[src/rtl/mag_pkg.sv]
package mag_pkg;

    typedef enum logic [1:0] {
        OFF_IMM     = 2'b00,
        OFF_REG     = 2'b01,
        OFF_SCALED  = 2'b10,
        OFF_REG_ALT = 2'b11
    } off_kind_e;

    typedef enum logic [1:0] {
        SH_LSL = 2'b00,
        SH_LSR = 2'b01,
        SH_ASR = 2'b10,
        SH_ROR = 2'b11
    } shift_e;

    typedef enum logic [1:0] {
        SZ_BYTE     = 2'b00,
        SZ_HALF     = 2'b01,
        SZ_WORD     = 2'b10,
        SZ_WORD_ALT = 2'b11
    } size_e;

    // low address bits that must be zero for an access of the given size
    function automatic logic [1:0] align_mask(size_e sz);
        case (sz)
            SZ_BYTE: return 2'b00;
            SZ_HALF: return 2'b01;
            default: return 2'b11;
        endcase
    endfunction

endpackage

[src/rtl/mag_shifter.sv]
module mag_shifter
    import mag_pkg::*;
#(
    parameter int W    = 32,
    parameter int SH_W = $clog2(W)
) (
    input  logic [W-1:0]    din,
    input  shift_e          kind,
    input  logic [SH_W-1:0] amt,
    output logic [W-1:0]    dout
);
    logic [2*W-1:0] wide;
    logic [SH_W:0]  eff;

    always_comb begin
        // right shifts by zero stand for a full-width shift
        eff = ((kind == SH_LSR || kind == SH_ASR) && amt == '0)
              ? (SH_W+1)'(W) : {1'b0, amt};
        wide = '0;
        case (kind)
            SH_LSL: wide = {{W{1'b0}}, din} << amt;
            SH_LSR: wide = {{W{1'b0}}, din} >> eff;
            SH_ASR: wide = {{W{din[W-1]}}, din} >> eff;
            default: wide = {din, din} >> amt;
        endcase
        dout = wide[W-1:0];
    end
endmodule

[src/rtl/mag_offset.sv]
module mag_offset
    import mag_pkg::*;
#(
    parameter int W     = 32,
    parameter int IMM_W = 12,
    parameter int SH_W  = $clog2(W)
) (
    input  logic [W-1:0]     base,
    input  logic [W-1:0]     index,
    input  logic [IMM_W-1:0] imm,
    input  off_kind_e        kind,
    input  logic             sub,
    input  shift_e           sh_kind,
    input  logic [SH_W-1:0]  sh_amt,
    output logic [W-1:0]     sum
);
    logic [W-1:0] shifted;
    logic [W-1:0] operand;

    mag_shifter #(.W(W), .SH_W(SH_W)) u_shift (
        .din  (index),
        .kind (sh_kind),
        .amt  (sh_amt),
        .dout (shifted)
    );

    always_comb begin
        case (kind)
            OFF_IMM:    operand = {{(W-IMM_W){1'b0}}, imm};
            OFF_SCALED: operand = shifted;
            default:    operand = index;
        endcase
        sum = sub ? (base - operand) : (base + operand);
    end
endmodule

[src/rtl/mag_align.sv]
module mag_align
    import mag_pkg::*;
(
    input  logic [1:0] addr_lo,
    input  size_e      size,
    output logic       fault
);
    assign fault = |(addr_lo & align_mask(size));
endmodule

[src/rtl/mem_addr_gen.sv]
module mem_addr_gen
    import mag_pkg::*;
#(
    parameter int ADDR_W = 32,
    parameter int IMM_W  = 12,
    localparam int SH_W  = $clog2(ADDR_W)
) (
    input  logic              clk,
    input  logic              rst,
    input  logic              valid_in,
    input  logic [ADDR_W-1:0] base_val,
    input  logic [ADDR_W-1:0] index_val,
    input  logic [IMM_W-1:0]  imm12,
    input  logic              sub_off,
    input  logic              post_idx,
    input  logic              wb_req,
    input  logic [1:0]        off_kind,
    input  logic [1:0]        shift_kind,
    input  logic [SH_W-1:0]   shift_amt,
    input  logic [1:0]        acc_size,
    output logic              valid_out,
    output logic [ADDR_W-1:0] mem_addr,
    output logic [ADDR_W-1:0] new_base,
    output logic              base_we,
    output logic              align_fault
);
    logic [ADDR_W-1:0] sum;
    logic [ADDR_W-1:0] addr_nxt;
    logic              fault_nxt;
    logic              we_nxt;

    mag_offset #(.W(ADDR_W), .IMM_W(IMM_W), .SH_W(SH_W)) u_off (
        .base    (base_val),
        .index   (index_val),
        .imm     (imm12),
        .kind    (off_kind_e'(off_kind)),
        .sub     (sub_off),
        .sh_kind (shift_e'(shift_kind)),
        .sh_amt  (shift_amt),
        .sum     (sum)
    );

    assign addr_nxt = post_idx ? base_val : sum;

    mag_align u_align (
        .addr_lo (addr_nxt[1:0]),
        .size    (size_e'(acc_size)),
        .fault   (fault_nxt)
    );

    assign we_nxt = (post_idx | wb_req) & ~fault_nxt;

    always_ff @(posedge clk) begin
        if (rst) begin
            valid_out   <= 1'b0;
            mem_addr    <= '0;
            new_base    <= '0;
            base_we     <= 1'b0;
            align_fault <= 1'b0;
        end else begin
            valid_out   <= valid_in;
            base_we     <= valid_in & we_nxt;
            align_fault <= valid_in & fault_nxt;
            if (valid_in) begin
                mem_addr <= addr_nxt;
                new_base <= sum;
            end
        end
    end
endmodule

[config.mk]
export PLATFORM = sky130hd
export DESIGN_NAME = mem_addr_gen
export DESIGN_NICKNAME = d
export VERILOG_FILES = /design/src/rtl/mag_pkg.sv /design/src/rtl/mag_shifter.sv /design/src/rtl/mag_offset.sv /design/src/rtl/mag_align.sv /design/src/rtl/mem_addr_gen.sv
export SDC_FILE = /design/constraint.sdc
export NUM_CORES = 1
export LEC_CHECK = 0
export CORE_MARGIN = 1.5
export CORE_UTILIZATION = 56
export CTS_BUF_LIST = sky130_fd_sc_hd__clkbuf_4 sky130_fd_sc_hd__clkbuf_8 sky130_fd_sc_hd__clkbuf_16
export DETAILED_ROUTE_END_ITERATION = 10
export DONT_BUFFER_PORTS = 1
export PLACE_DENSITY = 0.71
export RECOVER_POWER = 100
export SKIP_LAST_GASP = 1
export SLEW_MARGIN = 15
export SYNTH_ARGS = -nofsm -noshare
export SYNTH_HDL_FRONTEND = slang
export SYNTH_SLANG_ARGS = --single-unit
[constraint.sdc]
create_clock -name clk -period 5.8 [get_ports clk]
set_clock_uncertainty 0.1 [all_clocks]
set_input_delay 0.87 -clock clk [delete_from_list [all_inputs] [get_ports clk]]
set_output_delay 0.87 -clock clk [all_outputs]
set_load 0.01 [all_outputs]
==> flow_metrics.tcl, run 1 <==
set metrics [dict create \
    status "complete, but fails checks" \
    violations "negative setup slack" \
    fmax_ghz 0.172 \
    period_share_pct 100 \
    cts.sinks 67 \
    period_minus_slack_ns 5.83 \
    relSlewSlack_pct 32.4 \
    crit_family "simple AND/OR/NAND/NOR gates" \
    wl_met3_um 7270 \
    worstPathCellList "inv_1, buf_4, nor2_1, and3_4, nor4bb_4, o311a_1, a211oi_2, and2_4, and3_4, nor2_4, xor2_1, ha_2, or3_4, buf_6, or3_4, o21ai_4, o31ai_4, a31o_4, a31oi_4, o21a_4, o21ai_1, o211a_1, mux2_2, a311oi_2" \
    dr.pass1.iters 7 \
    arrival_ns 5.97 \
    multi_input_area_um2 9690 \
    wl_met1_um 19400 \
    crit_fanout 75 \
    port_buffers 0 \
    async_flop_share_pct 0 \
    nets 1763 \
    worstSetupPathType "in2reg" \
    final-hold-violation-count 0 \
    area_growth_syn_to_layout_pct 21.5 \
    first_global_vias 13500 \
    power_density_nw_per_um2 208 \
    critPathCaptureType "flop" \
    synth_seq_area_share_pct 11.8 \
    antenna_found_initial 0 \
    p_leak_nw 5.80 \
    via_per_inst 7.40 \
    num_vias 14100 \
    critical-path-slowest-cell "nor2_1" \
    dieHeight_um 146 \
    slew_violations 0 \
    critPathLaunchType "input port" \
    synth_cells 1490 \
    gp_congestion 1.22 \
    layout_common_cells "267 x buf_4, 172 x nand2_1, 135 x nor2_1" \
    row_count 51 \
    ys.flop_type "dfxtp_1" \
    synth.distinct_cells 94 \
    route.detailed.drc 0 \
    worst-path-buf-inv 3 \
    synth-seq-cells 67 \
    drive_gt1_share_pct 29.0 \
    hpwlAfterDp_um 40800 \
    syn_nets 1619 \
    fp.dieW_um 146 \
    grt.overflow.total 0 \
    postCtsHoldBufs 0 \
    clk_path_buf_depth 2 \
    design.die.area_um2 21200 \
    synth_warnings 0 \
    ctsRootBufferMaster "clkbuf_16" \
    synth-edff-count 0 \
    synth.avg_cell_area_um2 7.64 \
    ios 160 \
    htreeDepth 3 \
    routed_wl_um 55500 \
    path_clk_slew_ns 0.06 \
    seq_area_um2 1340 \
    hold_path_class "reg2reg" \
    core_area_um2 19700 \
    tightest_slew_ns 1.01 \
    tritoncts "done" \
    initialDrtViolationCount 2017 \
    maxCapViolCount 0 \
    wire_per_inst_um 29.2 \
    required_ns 5.94 \
    grt_max_degree 109 \
    rsz0062_at_grt "true" \
    slowest_delay_ns 0.59 \
    setup_slack_ns -0.0263 \
    ant_nets 0 \
    syn-cell-area_um2 11400 \
    routed.top_layer "met4" \
    layout_commonest_cell "buf_4" \
    setup_viol 3 \
    vdd_drop_max_mv 0.137 \
    cts-buffers-inserted 9 \
    tns_ns -0.0459 \
    wl_met2_um 23300 \
    initial_core_util_pct 57.8 \
    grt_use_total_pct 49.7 \
    n_fill_cell 1549 \
    grt_pass1_wl_um 81000 \
    clk_latency_ns 0.33 \
    place_ws_ns -0.353 \
]
layout make-up:
cell class                 instances  share of cell area (%)
clock buffer                      10                    1.68
multi-input combinational       1249                    70.0
antenna                            1                  0.0181
inverter                          35                   0.949
tap                              265                    2.40
sequential                        67                    9.69
timing repair buffer             272                    14.9
clock inverter                     6                   0.298
sequential cells by signal (all words and copies together), names as in the netlist:
name	count
new_base	32
mem_addr	32
base_we	1
valid_out	1
align_fault	1
kinds of logic (layout without fill, tap and decap cells):
family,after synthesis,after routing,share of synthesized area (%)
AND/OR/NAND/NOR,485,485,20.0
adder cells (fa/ha/maj),36,36,4.02
buffers and inverters,174,323,7.10
other,0,1,0
XOR/XNOR,56,56,4.31
AO/OA/AOI/OAI,461,461,28.7
flip-flops,67,67,11.8
multiplexers,211,211,24.1
through the flow:
stage | hold slack (ns) | cells | instance area, um^2 | utilization (%) | total power, mW
detailed placement | 0.417 | 1873 | 13100 | 66.3 | 2.17
finish | 0.424 | 1905 | 13800 | 70.2 | 2.87
floorplan | 0.398 | 1490 | 11500 | - | 1.65
global route | 0.446 | 1904 | 13800 | 70.2 | 2.99
CTS | 0.425 | 1889 | 13400 | 67.8 | 2.71
global placement | 0.409 | 1873 | 13100 | 66.3 | 2.13
synth_stat cells (all sizes together), types with 6 or more instances:
library cell    n  area share [%]
a211oi         26             1.8
a21o           16             1.1
a21oi          95             4.2
a221o           8            0.70
a221oi         14             1.1
a22o            6            0.46
a22oi          14            0.92
a2bb2oi         6            0.67
a311oi         19             1.5
a31oi          23             1.3
a32oi           6            0.53
and2           27             1.5
and3           11            0.60
buf            58             3.3
clkbuf         81             2.7
dfxtp          67              12
ha             35             3.8
inv            32             1.1
mux2           42             4.2
mux2i         123              11
mux4           46             9.1
nand2         172             5.7
nand2b         17            0.93
nand3          29             1.3
nand4           6            0.46
nor2          140             4.6
nor2b          20             1.1
nor3           21             1.2
nor3b          10            0.66
o2111ai         6            0.46
o211ai         34             2.2
o21a           10            0.66
o21ai          74             3.3
o221ai         12            0.92
o22ai          25             1.4
o31ai           6            0.40
or2            10            0.55
or3            10            0.55
xnor2          25             1.9
xor2           31             2.4
routing by layer:
layer / track usage (%) / vias up
met5: 0 / -
met4: 39.9 / 0
met3: 14.9 / 351
met2: 76.2 / 1269
met1: 57.7 / 6548
li1: - / 5923
report_power, final:
part / internal (mW) / switching (mW)
Clock: 0.294 / 0.222
Combinational: 0.821 / 0.926
Sequential: 0.529 / 0.0792
Total: 1.64 / 1.23
tightest hold or removal path, delay by kind of cell (launching register included):
kind / cells / cell delay [ns]
flops: 1 / 0.34
compound gates: 1 / 0.05
simple gates: 1 / 0.09
worst paths after layout:
check	to	start	depth (start not counted)	slack (ns)
worst max-delay path	mem_addr[28]	shift_amt[2]	24	-0.03
worst min-delay path	mem_addr[19]	mem_addr[19]	2	0.42
worst max register to register	mem_addr[28]	mem_addr[28]	2	4.83
worst min register to register	mem_addr[19]	mem_addr[19]	2	0.42
what timing repair did:
item / 4_1_cts / 5_1_grt
setup buffers: 0 / 15
hold endpoints to repair: 0 / 0
endpoints found under the setup margin: 11 / 27
pin swaps: 1 / 29
gates resized for setup: 5 / 73
Note: power is estimated with default switching activity, not from simulation.
==> run 2: changes to the inputs <==
- CTS_BUF_LIST: sky130_fd_sc_hd__clkbuf_4 sky130_fd_sc_hd__clkbuf_8 sky130_fd_sc_hd__clkbuf_16 -> sky130_fd_sc_hd__clkbuf_8
==> run 2 against run 1 <==
- sequential cell count is the same
- sequential power is essentially flat
- the run now ends clean
- cell area shrank 1.4%
==> flow_metrics.tcl, run 2 (same netlist as run 1, synthesis figures left out) <==
set metrics [dict create \
    multi_input_area_um2 9630 \
    layout_common_cells "265 x buf_4, 172 x nand2_1, 137 x nor2_1" \
    routed.top_layer "met4" \
    cts.sinks 67 \
    routed_wl_um 54400 \
    dr.pass1.iters 8 \
    area_growth_syn_to_layout_pct 19.8 \
    fp.dieW_um 146 \
    r2r_slack_ns 4.84 \
    relSlewSlack_pct 33.9 \
    wl_met2_um 22700 \
    switching_share_pct 44.2 \
    gp_congestion 1.22 \
    design.die.area_um2 21200 \
    hold_path_class "reg2reg" \
    row_count 51 \
    initial_core_util_pct 57.8 \
    grt_use_total_pct 49.0 \
    tritoncts "done" \
    cts-buffers-inserted 9 \
    grt_pass1_wl_um 79800 \
    tns_ns 0 \
    final-hold-violation-count 0 \
    drive_gt1_share_pct 28.4 \
    crit_fanout 75 \
    htreeDepth 3 \
    slew_violations 0 \
    grt.overflow.total 0 \
    core_area_um2 19700 \
    wl_met3_um 7450 \
    critPathCaptureType "flop" \
    setup_viol 0 \
    port_buffers 0 \
    postCtsHoldBufs 0 \
    rsz0062_at_grt "true" \
    place_ws_ns -0.353 \
    p_seq_share_pct 22.7 \
    power_frac_comb_pct 64.0 \
    period_minus_slack_ns 5.73 \
    num_vias 13900 \
    maxCapViolCount 0 \
    via_per_inst 7.33 \
    vdd_drop_max_mv 0.109 \
    grt_max_degree 109 \
    period_share_pct 98.8 \
    ant_nets 0 \
    status "finished, final reports clean" \
    p_int_mw 1.50 \
    route.detailed.drc 0 \
    nets 1760 \
    first_global_vias 13300 \
    wl_met1_um 19000 \
    seq_area_um2 1340 \
    power_density_nw_per_um2 197 \
    ios 160 \
    antenna_found_initial 0 \
    n_fill_cell 1572 \
    clk_latency_ns 0.35 \
    p_clk_share_pct 13.3 \
    required_ns 5.95 \
    p_leak_nw 5.72 \
    setup_slack_ns 0.0683 \
    ctsRootBufferMaster "clkbuf_8" \
    switching_power_mw 1.19 \
    critPathLaunchType "input port" \
    arrival_ns 5.89 \
    initialDrtViolationCount 2089 \
    layout_commonest_cell "buf_4" \
    wire_per_inst_um 28.6 \
    path_clk_slew_ns 0.08 \
    dieHeight_um 146 \
    tightest_slew_ns 0.985 \
    hpwlAfterDp_um 40800 \
    clk_path_buf_depth 2 \
    reg.largest.list "mem_addr (32), new_base (32)" \
    fmax_ghz 0.174 \
    worstSetupPathType "in2reg" \
]
==> run 2: changes by cell type in the layout (fill, tap and decap cells not counted), moves of 2 or more <==
cell / previous run / this run
o21ai_0: 61 / 63
buf_4: 267 / 265
clkbuf_8: 0 / 9
nor2_1: 135 / 137
clkbuf_16: 9 / 0
inv_1: 29 / 31
==> run 2: power by group through the flow <==
| stage | clock network, mW | registers [mW] | logic (mW) |
|---|---|---|---|
| finish | 0.356 | 0.607 | 1.72 |
| global route | 0.374 | 0.613 | 1.82 |
| CTS | 0.357 | 0.607 | 1.56 |
| detailed placement | 0 | 0.617 | 1.55 |
| global placement | 0 | 0.615 | 1.51 |
| floorplan | 0 | 0.602 | 1.04 |
==> run 2: cell type report <==
cell class	count	share of cell area [%]
clock inverter	7	0.330
tap	265	2.43
antenna	1	0.0183
inverter	35	0.963
multi-input combinational	1249	70.6
clock buffer	9	0.908
timing repair buffer	269	14.9
sequential	67	9.83
==> run 2: metrics by stage <==
step | hold WS (ns) | instances | total power, mW | area (um^2) | util (%)
floorplan | 0.398 | 1490 | 1.65 | 11500 | -
global placement | 0.409 | 1873 | 2.13 | 13100 | 66.3
detailed placement | 0.417 | 1873 | 2.17 | 13100 | 66.3
CTS | 0.428 | 1889 | 2.53 | 13300 | 67.2
global route | 0.449 | 1901 | 2.80 | 13600 | 69.2
finish | 0.427 | 1902 | 2.68 | 13600 | 69.2
==> run 2: critical path: stages <==
cell	delay, ns
inv_1	0.11
buf_4	0.16
nor2_1	0.58
and3_1	0.28
nor4bb_2	0.06
o311a_1	0.41
a211oi_2	0.24
buf_4	0.14
buf_4	0.10
a21oi_1	0.06
xor2_1	0.15
ha_1	0.33
a211oi_2	0.29
nand2_1	0.12
o211ai_1	0.21
buf_4	0.18
a211oi_2	0.07
buf_4	0.16
nor2_1	0.22
o311ai_2	0.13
buf_4	0.17
nor2_1	0.10
o21ai_1	0.09
xor2_1	0.19
buf_4	0.14
buf_4	0.12
mux2i_1	0.12
nor2_1	0.05
==> run 2: worst paths after layout <==
kind           startpoint           end  cells past startpoint
min          mem_addr[19]  mem_addr[19]                      2
max          shift_amt[2]  new_base[25]                     28
max reg2reg  mem_addr[28]  mem_addr[28]                      2
min reg2reg  mem_addr[19]  mem_addr[19]                      2
==> run 2: layer usage <==
metal / up-vias / track usage [%]
met3: 351 / 14.6
met4: 0 / 39.7
met1: 6476 / 57.6
met5: - / 0
li1: 5909 / -
met2: 1205 / 74.0
==> run 2: repair_timing <==
item / CTS / global route
hold endpoints to repair: 0 / 0
buffers inserted: 0 / 12
setup endpoints to repair: 2 / 27
pin swaps: 0 / 32
resized for setup: 2 / 59
